[config.mk]
export PLATFORM = sky130hd
export DESIGN_NAME = bargraph_frame_gen
export DESIGN_NICKNAME = d
export VERILOG_FILES = /design/src/rtl/bgf_pkg.sv /design/src/rtl/bgf_sclk_div.sv /design/src/rtl/bgf_sync.sv /design/src/rtl/bgf_sequencer.sv /design/src/rtl/bargraph_frame_gen.sv
export SDC_FILE = /design/constraint.sdc
export NUM_CORES = 1
export LEC_CHECK = 0
export ABC_AREA = 1
export BUFFER_PORTS_ARGS = -buffer_cell sky130_fd_sc_hd__clkbuf_2
export CORE_MARGIN = 10
export CORE_UTILIZATION = 49
export CTS_BUF_LIST = sky130_fd_sc_hd__clkbuf_2 sky130_fd_sc_hd__clkbuf_4 sky130_fd_sc_hd__clkbuf_8
export CTS_CLUSTER_DIAMETER = 30
export DETAILED_ROUTE_END_ITERATION = 16
export GPL_ROUTABILITY_DRIVEN = 0
export PLACE_DENSITY_LB_ADDON = 0.12
export SLEW_MARGIN = 15
export SYNTH_ARGS = -nofsm -noshare
export SYNTH_HDL_FRONTEND = slang
export SYNTH_SLANG_ARGS = --single-unit
[constraint.sdc]
create_clock -name clk_i -period 1.35 [get_ports clk_i]
set_input_delay 0.405 -clock clk_i [delete_from_list [all_inputs] [get_ports clk_i]]
set_output_delay 0.405 -clock clk_i [all_outputs]
set_load 0.005 [all_outputs]
[src/rtl/bgf_pkg.sv]
package bgf_pkg;

   typedef enum logic [1:0] {
      SLOT_START = 2'd0,
      SLOT_CMP   = 2'd1,
      SLOT_PAD   = 2'd2,
      SLOT_IDLE  = 2'd3
   } slot_kind_e;

   // Classify a slot index within one frame period.
   function automatic slot_kind_e slot_kind(input int unsigned idx,
                                            input int unsigned seg,
                                            input int unsigned pad);
      if (idx == 0)         return SLOT_START;
      if (idx <= seg)       return SLOT_CMP;
      if (idx <= seg + pad) return SLOT_PAD;
      return SLOT_IDLE;
   endfunction

endpackage

[src/rtl/bgf_sclk_div.sv]
module bgf_sclk_div #(
   parameter int unsigned HALF_DIV = 4
) (
   input  logic clk_i,
   input  logic rst_ni,
   output logic rise_o,
   output logic fall_o
);

   logic tick;
   logic phase_q;

   generate
      if (HALF_DIV == 1) begin : g_direct
         assign tick = 1'b1;
      end else begin : g_count
         localparam int unsigned CW = $clog2(HALF_DIV);
         localparam logic [CW-1:0] CNT_LAST = CW'(HALF_DIV - 1);
         logic [CW-1:0] cnt_q;

         always_ff @(posedge clk_i or negedge rst_ni) begin
            if (!rst_ni)                cnt_q <= '0;
            else if (cnt_q == CNT_LAST) cnt_q <= '0;
            else                        cnt_q <= cnt_q + 1'b1;
         end

         assign tick = (cnt_q == CNT_LAST);

         // half periods longer than one cycle never tick back to back
         p_tick_gap_r2: assert property (@(posedge clk_i) disable iff (!rst_ni)
            tick |=> !tick);
      end
   endgenerate

   always_ff @(posedge clk_i or negedge rst_ni) begin
      if (!rst_ni)   phase_q <= 1'b0;
      else if (tick) phase_q <= ~phase_q;
   end

   assign rise_o = tick & ~phase_q;
   assign fall_o = tick &  phase_q;

   // rising and falling events alternate
   p_rise_alt_r2: assert property (@(posedge clk_i) disable iff (!rst_ni)
      rise_o |=> !rise_o);
   p_fall_alt_r2: assert property (@(posedge clk_i) disable iff (!rst_ni)
      fall_o |=> !fall_o);

endmodule

[src/rtl/bgf_sync.sv]
module bgf_sync #(
   parameter int unsigned STAGES = 2
) (
   input  logic clk_i,
   input  logic rst_ni,
   input  logic d_i,
   output logic q_o
);

   generate
      if (STAGES == 0) begin : g_bypass
         assign q_o = d_i;
      end else begin : g_chain
         logic [STAGES-1:0] sh_q;
         always_ff @(posedge clk_i or negedge rst_ni) begin
            if (!rst_ni) sh_q <= '0;
            else         sh_q <= (sh_q << 1) | STAGES'(d_i);
         end
         assign q_o = sh_q[STAGES-1];
      end
   endgenerate

endmodule

[src/rtl/bgf_sequencer.sv]
module bgf_sequencer
   import bgf_pkg::*;
#(
   parameter int unsigned SEG_BITS  = 32,
   parameter int unsigned PAD_BITS  = 3,
   parameter int unsigned GAP_SLOTS = 1
) (
   input  logic                        clk_i,
   input  logic                        rst_ni,
   input  logic                        rise_i,
   input  logic                        fall_i,
   input  logic                        cmp_sync_i,
   output logic                        ser_clk_o,
   output logic                        ser_data_o,
   output logic                        ser_en_o,
   output logic [$clog2(SEG_BITS)-1:0] stair_o
);

   localparam int unsigned TOTAL   = 1 + SEG_BITS + PAD_BITS + GAP_SLOTS;
   localparam int unsigned SLOT_W  = $clog2(TOTAL);
   localparam int unsigned STAIR_W = $clog2(SEG_BITS);
   localparam logic [SLOT_W-1:0]  SLOT_LAST = SLOT_W'(TOTAL - 1);
   localparam logic [STAIR_W-1:0] STAIR_TOP = STAIR_W'(SEG_BITS - 1);

   logic [SLOT_W-1:0]  slot_q, slot_nx;
   logic [STAIR_W-1:0] stair_q;
   logic               sclk_q, sdata_q, en_q;
   slot_kind_e         kind_q, kind_nx;

   always_comb begin
      slot_nx = (slot_q == SLOT_LAST) ? '0 : slot_q + 1'b1;
      kind_q  = slot_kind(32'(slot_q),  SEG_BITS, PAD_BITS);
      kind_nx = slot_kind(32'(slot_nx), SEG_BITS, PAD_BITS);
   end

   always_ff @(posedge clk_i or negedge rst_ni) begin
      if (!rst_ni) begin
         slot_q  <= '0;
         stair_q <= '0;
         sclk_q  <= 1'b0;
         sdata_q <= 1'b1;
         en_q    <= 1'b1;
      end else if (rise_i) begin
         // The edge that shifts this bit also steps the ramp.
         sclk_q <= (kind_q != SLOT_IDLE);
         if (kind_q == SLOT_CMP && stair_q != STAIR_TOP)
            stair_q <= stair_q + 1'b1;
      end else if (fall_i) begin
         sclk_q <= 1'b0;
         slot_q <= slot_nx;
         unique case (kind_nx)
            SLOT_START: begin sdata_q <= 1'b1;       en_q <= 1'b1; stair_q <= '0; end
            SLOT_CMP:   begin sdata_q <= cmp_sync_i; en_q <= 1'b1; end
            SLOT_PAD:   begin sdata_q <= 1'b0;       en_q <= 1'b1; end
            default:    begin sdata_q <= 1'b0;       en_q <= 1'b0; end
         endcase
      end
   end

   assign ser_clk_o  = sclk_q;
   assign ser_data_o = sdata_q;
   assign ser_en_o   = en_q;
   assign stair_o    = stair_q;

   // data only moves while the serial clock is low
   p_data_clk_low_r8: assert property (@(posedge clk_i) disable iff (!rst_ni)
      !$stable(sdata_q) |-> !sclk_q);
   // idle period keeps every loader line low
   p_idle_quiet_r3: assert property (@(posedge clk_i) disable iff (!rst_ni)
      !en_q |-> (!sclk_q && !sdata_q));
   // no serial pulse outside a frame
   p_pulse_enabled_r3: assert property (@(posedge clk_i) disable iff (!rst_ni)
      $rose(sclk_q) |-> en_q);
   // a frame opens with the start bit and a cleared ramp
   p_start_bit_r4: assert property (@(posedge clk_i) disable iff (!rst_ni)
      $rose(en_q) |-> (sdata_q && stair_q == '0));
   // the ramp either steps by one or restarts from zero
   p_stair_step_r6: assert property (@(posedge clk_i) disable iff (!rst_ni)
      !$stable(stair_q) |-> (stair_q == '0 || stair_q == $past(stair_q) + 1'b1));
   // a nonzero ramp step coincides with a rising serial edge
   p_stair_on_rise_r6: assert property (@(posedge clk_i) disable iff (!rst_ni)
      (!$stable(stair_q) && stair_q != '0) |-> $rose(sclk_q));

endmodule

[src/rtl/bargraph_frame_gen.sv]
module bargraph_frame_gen #(
   parameter int unsigned SEG_BITS    = 32,
   parameter int unsigned PAD_BITS    = 3,
   parameter int unsigned GAP_SLOTS   = 1,
   parameter int unsigned HALF_DIV    = 4,
   parameter int unsigned SYNC_STAGES = 2,
   localparam int unsigned STAIR_W    = $clog2(SEG_BITS)
) (
   input  logic               clk_i,
   input  logic               rst_ni,
   input  logic               cmp_above_i,
   output logic               ser_clk_o,
   output logic               ser_data_o,
   output logic               ser_en_o,
   output logic [STAIR_W-1:0] stair_code_o
);

   generate
      if (SEG_BITS < 2) begin : g_bad_seg
         $error("SEG_BITS must be at least 2");
      end
      if (HALF_DIV <= SYNC_STAGES) begin : g_bad_div
         $error("HALF_DIV must exceed SYNC_STAGES so the comparator settles");
      end
   endgenerate

   logic rise, fall, cmp_sync;

   bgf_sclk_div #(.HALF_DIV(HALF_DIV)) u_div (
      .clk_i  (clk_i),
      .rst_ni (rst_ni),
      .rise_o (rise),
      .fall_o (fall)
   );

   bgf_sync #(.STAGES(SYNC_STAGES)) u_sync (
      .clk_i  (clk_i),
      .rst_ni (rst_ni),
      .d_i    (cmp_above_i),
      .q_o    (cmp_sync)
   );

   bgf_sequencer #(
      .SEG_BITS  (SEG_BITS),
      .PAD_BITS  (PAD_BITS),
      .GAP_SLOTS (GAP_SLOTS)
   ) u_seq (
      .clk_i      (clk_i),
      .rst_ni     (rst_ni),
      .rise_i     (rise),
      .fall_i     (fall),
      .cmp_sync_i (cmp_sync),
      .ser_clk_o  (ser_clk_o),
      .ser_data_o (ser_data_o),
      .ser_en_o   (ser_en_o),
      .stair_o    (stair_code_o)
   );

endmodule

## After elaboration in Yosys (flattened, before gate mapping)

Cells that the tools add are included.

| storage, ports and cells | value |
|---|---|
| input bits | 3 |
| bits in registers | 19 |
| logic and storage cells | 71 |

| cells by class | value |
|---|---|
| magnitude comparators | 4 |
| add/sub/neg operators | 3 |
| reduce and logical (&&, ||, !) cells | 9 |
| bitwise logic cells | 5 |
| muxes and demuxes | 34 |
| equality and inequality tests | 8 |

Operator list:

| cell | number |
|---|---|
| $mux 2 | 13 |
| $le 6x6->1 const B | 4 |
| $mux 5 | 4 |
| $mux 1 | 15 |
| $logic_not 6->1 | 2 |
| $add 6x1->6 const B | 1 |
| $eq 6x6->1 const B | 1 |
| $mux 6 | 1 |
| $add 5x1->5 const B | 1 |
| $ne 5x5->1 const B | 1 |
| $eq 2x1->1 const B | 2 |
| $eq 2x2->1 const B | 2 |
| $reduce_bool 2->1 | 2 |
| $reduce_and 3->1 | 1 |
| $reduce_or 3->1 | 1 |
| $add 2x1->2 const B | 1 |
| $and 1x1->1 | 2 |
| $logic_not 2->1 | 1 |
| $ne 2x1->1 const B | 1 |
| $ne 2x2->1 const B | 1 |
| $not 1->1 | 2 |
| $or 2x1->2 | 1 |
| $pmux 1 s2 | 1 |
| $reduce_and 2->1 | 1 |
| $logic_and 1x1->1 | 1 |

## Depth between registers and ports, before layout

Gate-level depths: netlist (run 1).

| logic depth | value |
|---|---|
| word-level depth | 14 |
| gate-level depth with buffers | 12 |
| depth with buffers taken out | 12 |

## By module

Synthesis (run 1) repeated with hierarchy kept, for this count alone.

| unflattened totals | value |
|---|---|
| cell total of the unflattened synthesis | 133 |
| area, all modules | 1,091.0 um2 |

By module, submodules not included:

| module | area an instance (um2) | sequential area each (um2) | cells each | instances |
|---|---|---|---|---|
| bgf_sequencer | 919.6 | 352.8 | 118 | 1 |
| bgf_sclk_div | 121.4 | 75.1 | 13 | 1 |
| bgf_sync | 50.0 | 50.0 | 2 | 1 |

## Least setup slack after synthesis (run 1)

No wires, ideal clock.

| timing path | value |
|---|---|
| path kind | register to register |
| from | reg u_seq.stair_q[0] (netlist: u_seq.stair_o[0]) |
| to | reg u_seq.stair_q[0] (netlist: u_seq.stair_o[0]) |
| cell stages (with the launch flop) | 9 |
| data required time | 1,285 ps |
| setup slack | -113 ps |
| clock period less this slack | 1,463 ps |
| arrival | 1,398 ps |
| setup time | 65 ps |
| cells stage by stage | dfrtp_1 -> ha_1 -> nand2_1 -> nor2_1 -> ha_1 -> nor2_4 -> nand2_2 -> or2_0 -> nand2_1 |

| on the way | value |
|---|---|
| cells in the longest elaborated chain, start to end | 4 |
| elaborated cells on any way between the ends | 7 |

Ends and longest elaborated chain:

| what | line | RTL |
|---|---|---|
| from (decl) | bgf_sequencer.sv:26 | `logic [STAIR_W-1:0] stair_q;` |
| from (signal assigned) | bgf_sequencer.sv:47 | `stair_q <= stair_q + 1'b1;` |
| branches (longest 4 deep; another with $add 5x1->5) | n/a |  |

Several ways; the timed one is not identified. The select of a mux whose other input is x is not followed.
A chain may end at the register's enable or synchronous reset.

## Worst setup path in the final report (run 1)

| timing path | value |
|---|---|
| from | reg u_seq.slot_q[0] |
| to | reg u_seq.stair_q[0] (netlist: u_seq.stair_o[0]) |

| on the way | value |
|---|---|
| cells in the longest elaborated chain, start to end | 12 |
| elaborated cells on any way between the ends | 37 |

Ends and longest elaborated chain:

| what | line | RTL |
|---|---|---|
| from (decl) | bgf_sequencer.sv:25 | `logic [SLOT_W-1:0] slot_q, slot_nx;` |
| from (signal assigned) | bgf_sequencer.sv:50 | `slot_q <= slot_nx;` |
| $add 6x1->6 / $eq 6x6->1 (equally long branches) | bgf_sequencer.sv:31 | `slot_nx = (slot_q == SLOT_LAST) ? '0 : slot_q + 1'b1;` |
| $mux 6 | bgf_sequencer.sv:31 |  |
| $le 6x6->1 | bgf_pkg.sv:16 | `if (idx <= seg + pad) return SLOT_PAD;` |
| $mux 1 (2 in a row) | bgf_pkg.sv:16 |  |
| $mux 1 | bgf_pkg.sv:15 | `if (idx <= seg) return SLOT_CMP;` |
| $mux 2 | bgf_pkg.sv:17 | `return SLOT_IDLE;` |
| $mux 2 | bgf_pkg.sv:16 |  |
| $mux 2 | bgf_pkg.sv:15 |  |
| $logic_not 2->1 | bgf_sequencer.sv:51 | `unique case (kind_nx)` |
| $reduce_bool 2->1 (no line) | n/a |  |
| $reduce_and 3->1 (no line) (*) | n/a |  |

Every way passes the cells marked *; elsewhere a longest branch is shown, timed or not. The select of a mux whose other input is x is not followed.

==> metrics, run 1 <==
RSZ-0062 raised after global routing yes; commonest non-fill, non-tap cell in the layout buf_4; via/cell ratio 5.60; Slew @ Worst Pin 455 ps; maximum clock path buffer count 2; required time worst endpoint 1600 ps; Pleak 0.780 nW; Pre-antenna DRT Iters 4; Detailed Place HPWL 1470 um; register area share after synthesis 0.497; largest net degree at the start of global routing 20; most frequent cells in the layout 28 x buf_4, 21 x nand2_1, 16 x dfrtp_1, 13 x buf_6, 8 x nand2_2; H-Tree Depth 1; fin crit period 1700 ps; Comb power frac 0.022; power per cell area 578 nW/um2; routed wire length 3260 um; buffers added on ports 10; Crit. End Element register; Remaining Overflow, GRT 0; CTS tree yes; Final Cell Area 1590 um2; CTS clk-pin slew, worst paths 130 ps; CTS root buffer clkbuf_4; Residual DRC 0; fin cells 190; Yosys warning count 0; Reg power frac 0.628; DRT iter0 DRCs 74; clock share of power 0.350; Mapped Area 962 um2; crit start category register; final worst slack -352 ps; Row Count 15; Routed Antenna Nets 0; Sw Share 0.246; clock skew 2.96 ps; worst r2r path cells 8; area of the multi-input gates 627 um2; Clock Sinks 19; Area after DPL 1200 um2; worst r2r src u_seq.slot_q[0]; # diodes 0; GRT Util Overall 0.128; Slew Limit Fails 0; fillers 86; Initial Util 0.534; Max Fanout on Critical Path 7; Clock Latency Late Sink 310 ps; Syn Area/Cell 8.37 um2; Vias 1,064; Internal Dissipation 693 uW; VDD IR max 0.000758 V; failing checks negative setup slack; wire length per cell 17.2 um; Setup CP Type register to register; Nets 174; NetSw 226 uW; Seq cells post-synth 19; core footprint 1800 um2; Tcrit/Tclk final 1.26; Final Hold Viols 0; status complete, but fails checks; placed cells 169; Synthesized Nets 123; die height 64.3 um; share of cells above drive strength 1 0.582; FF-to-FF setup slack -350 ps; Final setup viols 17; P&R area growth vs syn 65.1%; Syn Inst Count 115; initial antenna violation count 0; Die Span X 64.3 um; Worst Path Arrival 1960 ps; Max Cap Violations 0; f_max 0.587 GHz; IO Count 11; worst hold-check path type input pin to asynchronous set/reset pin; Seq. cell area 479 um2; die area 4140 um2; first-pass GRT wire length 4440 um; Distinct cells, synth 22; CTS buffer count 3; R2R Path End u_seq.stair_o[0]; vias in the first global route 1,033; relative slew slack 0.696
-- final cells by class --
type                            count  share of cell area
Clock buffer                        3              0.0142
Clock inverter                      1             0.00315
Inverter                           10              0.0236
Multi-Input combinational cell     85               0.394
Sequential cell                    19               0.302
Tap cell                           25              0.0197
Timing Repair Buffer               47               0.243
-- through the flow --
step                      utilization  TNS [ps]  power, mW  worst slack, ps  hold WS [ps]
after floorplan                     -      -353      0.589            -72.7           109
after global placement          0.669     -1170      0.606             -189           336
after detailed placement        0.669     -1820      0.606             -285           344
after CTS                       0.763     -1580      0.895             -235          53.1
after global routing            0.882     -3670      0.950             -422          27.4
final                           0.882     -2600      0.918             -352          8.03
-- per-layer routing --
layer  vias to the layer above  GRT usage  part of all wire
met5                         -          0                 0
met4                         0     0.0455             0.038
met3                        18     0.0436             0.077
met2                        55      0.227              0.49
met1                       519      0.138              0.40
li1                        472          -                 -
-- sequential cells by signal, indices dropped and copies added, names as in the netlist --
register and cells:
u_seq.slot_q 6, u_seq.stair_o 5, u_div.g_count.cnt_q 2, u_sync.g_chain.sh_q 2, u_div.phase_q 1, u_seq.ser_clk_o 1
u_seq.ser_data_o 1, u_seq.ser_en_o 1
-- worst max-delay path: stages, from the launching register on --
cell	delay [ps]
dfrtp_1	460
inv_2	90
ha_4	160
buf_4	130
nand2_2	90
xor2_2	230
nand2_4	130
or2_0	230
nand2_1	110
-- cell families after synthesis --
group / Yosys count / synth area share
buf+inv: 11 / 0.0429
simple gates: 67 / 0.315
flops: 19 / 0.497
fa+ha+maj: 5 / 0.0650
xor+xnor: 2 / 0.0182
compound gates: 11 / 0.0624
-- how the worst max path moves through the flow --
stage,from,to,slack (ps),depth (start not counted)
2_1_floorplan,u_seq.slot_q[0],u_seq.stair_o[2],-70,12
3_3_place_gp,u_seq.slot_q[0],u_seq.stair_o[2],-190,12
3_5_place_dp,u_seq.slot_q[0],u_seq.stair_o[2],-280,12
4_1_cts,u_seq.slot_q[0],u_seq.stair_o[2],-230,12
5_1_grt,u_seq.slot_q[0],u_seq.stair_o[0],-420,10
6_report,u_seq.slot_q[0],u_seq.stair_o[0],-350,8
-- what timing repair did --
item / 4_1_cts / 5_1_grt
resized for setup: 20 / 45
setup endpoints to repair: 14 / 18
hold buffers: 0 / 0
pin swaps: 13 / 16
endpoints found under the hold margin: 0 / 0
buffers inserted: 12 / 11
-- cells in the mapped netlist --
cell type / instances / area (um2)
nand2_1: 32 / 120
dfrtp_1: 17 / 425
nand3_1: 13 / 65.1
nor2_1: 10 / 37.5
inv_1: 9 / 33.8
o21ai_0: 7 / 35.0
ha_1: 5 / 62.6
nor2_2: 4 / 25.0
a21oi_1: 2 / 10.0
dfstp_2: 2 / 52.6
nand2_2: 2 / 12.5
xor2_1: 2 / 17.5
a21boi_0: 1 / 7.51
a21o_1: 1 / 7.51
clkbuf_1: 1 / 3.75
inv_2: 1 / 3.75
nand4_1: 1 / 6.26
nor2_4: 1 / 11.3
nor3_1: 1 / 5.00
nor3b_1: 1 / 7.51
or2_0: 1 / 6.26
or2_2: 1 / 6.26
-- power by group through the flow --
stage / clock network, mW / logic, mW / registers, mW
after floorplan: 0 / 0.00244 / 0.587
after global placement: 0 / 0.0189 / 0.587
after detailed placement: 0 / 0.0185 / 0.587
after CTS: 0.300 / 0.0186 / 0.576
after global routing: 0.350 / 0.0231 / 0.577
final: 0.322 / 0.0199 / 0.577
(Power assumes the default switching activity.)
==> inputs of run 2 (changes only) <==
--- a/config.mk
+++ b/config.mk
@@ -5,8 +5,8 @@
 export SDC_FILE = /design/constraint.sdc
 export NUM_CORES = 1
 export LEC_CHECK = 0
-export ABC_AREA = 1
 export BUFFER_PORTS_ARGS = -buffer_cell sky130_fd_sc_hd__clkbuf_2
+export CORE_ASPECT_RATIO = 1.5
 export CORE_MARGIN = 10
 export CORE_UTILIZATION = 49
 export CTS_BUF_LIST = sky130_fd_sc_hd__clkbuf_2 sky130_fd_sc_hd__clkbuf_4 sky130_fd_sc_hd__clkbuf_8
==> metrics, run 2 <==
Clock Latency Late Sink 300 ps; DR WL met3 65 um; Synth area leaders dfrtp_1 41%, ha_1 6.1%, dfstp_2 5.1%, nand2_1 5.1%, xnor2_1 3.4%; most frequent cells in the layout 29 x buf_4, 16 x dfrtp_1, 13 x nand2_1, 11 x buf_6, 8 x clkbuf_2; max reg flops 6; Vias 949; core footprint 2030 um2; Distinct cells, synth 35; H-Tree Depth 1; Setup CP Type register to register; top-area cell type share of the netlist area 0.413; die height 76.1 um; Detailed Place HPWL 1840 um; CTS tree yes; Top reg by flops u_seq.slot_q; Routed Antenna Nets 0; Initial Util 0.508; asr flop ratio synth 1.00; CTS root buffer clkbuf_4; first-pass GRT wire length 4430 um; IO Count 11; post-synth top area cell dfrtp_1; share of cells above drive strength 1 0.477; fillers 147; Remaining Overflow, GRT 0; RSZ-0062 raised after global routing yes; register area share after synthesis 0.464; initial antenna violation count 0; Final setup viols 12; Residual DRC 0; die area 4370 um2; count of hold-fix buffers inserted at cts 0; Die Span X 57.4 um; top-count cell post-synth dfrtp_1; Slew @ Worst Pin 477 ps; Tcrit/Tclk final 1.60; synth cell count leaders 17 x dfrtp_1, 14 x nand2_1, 8 x nor2_1; Nets 162; CTS clk-pin slew, worst paths 110 ps; wire length per cell 14.7 um; Fin Hold WS 38.8 ps; largest net degree at the start of global routing 20; buffers added on ports 10; P&R area growth vs syn 48.0%; Pre-antenna DRT Iters 4; maximum clock path buffer count 2; Row Count 20; Final Hold Viols 0; DRT iter0 DRCs 14; top routing layer in use met4; crit start category register; f_max 0.464 GHz; required time worst endpoint 1520 ps; failing checks negative setup slack; VDD IR max 0.000704 V; worst hold-check path type input pin to asynchronous set/reset pin; via/cell ratio 5.42; vias in the first global route 1,058; met2 WL 1410 um; Syn Inst Count 105; power per cell area 593 nW/um2; # diodes 0; CTS buffer count 3; routed wire length 2570 um; Crit. End Element register; Area after DPL 1330 um2; Yosys warning count 0; Pleak 0.688 nW; clock skew 6.38 ps; Final Cell Area 1520 um2; GRT Util Overall 0.119; Syn Area/Cell 9.81 um2; Synthesized Nets 113; Seq cells post-synth 19; Max Fanout on Critical Path 5; Max Cap Violations 0; DRT met1 WL 1030 um; Clock Sinks 19; Worst Path Arrival 2320 ps; Mapped Area 1030 um2; status complete, but fails checks; relative slew slack 0.682; Slew Limit Fails 0; commonest non-fill, non-tap cell in the layout buf_4; fin crit period 2150 ps; final worst slack -805 ps; Post-synth EDFFs 0; main flop type after synthesis dfrtp_1
==> run 2: where the power goes <==
part           switching, mW  leakage, nW  internal [mW]  total [mW]
clock network          0.176       0.0184          0.135       0.311
registers            0.00167        0.227          0.575       0.576
logic                 0.0125        0.442        0.00409      0.0166
==> run 2: worst max-delay path, cell delays in order, from the launching register on <==
cell and delay [ps]:
dfrtp_1 400, ha_2 190, or2_1 220, o221a_1 270, or3_4 390, a2111oi_4 420, o22ai_1 140
==> run 2: kinds of logic (layout without fill, tap and decap cells) <==
logic type               count (synthesis)  after routing  share of synthesized area
flip-flops                              19             19                      0.464
buffers and inverters                   11             59                     0.0474
XOR/XNOR                                 6              6                     0.0510
adder cells (fa/ha/maj)                  5              5                     0.0608
multiplexers                             3              3                     0.0304
AND/OR/NAND/NOR                         40             40                      0.204
AO/OA/AOI/OAI                           21             21                      0.142
==> run 2: cell type report <==
| class | instances | area (um2) | area share |
|---|---|---|---|
| multi-input cells | 75 | 579 | 0.380 |
| inverters | 7 | 26.3 | 0.0172 |
| clock buffers | 4 | 30.0 | 0.0197 |
| flip-flops and latches | 19 | 479 | 0.314 |
| well taps | 22 | 27.5 | 0.0181 |
| repair buffers | 48 | 382 | 0.250 |
==> run 2: final timing paths <==
path | startpoint | endpoint | slack, ps | depth (start not counted)
max in group asynchronous | rst_ni | u_seq.ser_en_o | 950 | 1
min | rst_ni | u_seq.slot_q[2] | 40 | 1
min in group clk_i | cmp_above_i | u_sync.g_chain.sh_q[0] | 200 | 1
min reg2reg | u_sync.g_chain.sh_q[0] | u_sync.g_chain.sh_q[1] | 370 | 0
max | u_seq.slot_q[0] | u_seq.stair_o[4] | -800 | 6
max reg2reg | u_seq.slot_q[0] | u_seq.stair_o[4] | -800 | 6
==> run 2: routing by layer <==
layer | GRT usage | vias to the layer above
li1 | - | 464
met1 | 0.128 | 465
met2 | 0.199 | 14
met3 | 0.0233 | 6
met4 | 0.0778 | 0
met5 | 0 | -
==> run 2: timing repair <==
item / in CTS / in global routing
cloned: 0 / 0
pin swaps: 1 / 8
endpoints found under the hold margin: 0 / 0
setup endpoints to repair: 18 / 21
setup buffers: 3 / 7
gates resized for setup: 9 / 22
==> run 2: through the flow <==
step	cells	power, mW	setup slack [ps]	setup TNS, ps	util
global placement	164	0.604	-728	-4540	0.655
CTS	170	0.913	-802	-5640	0.690
finish	175	0.904	-805	-5800	0.752
floorplan	105	0.589	-699	-3660	-
detailed placement	164	0.605	-791	-5120	0.655
global route	175	0.945	-920	-7110	0.752
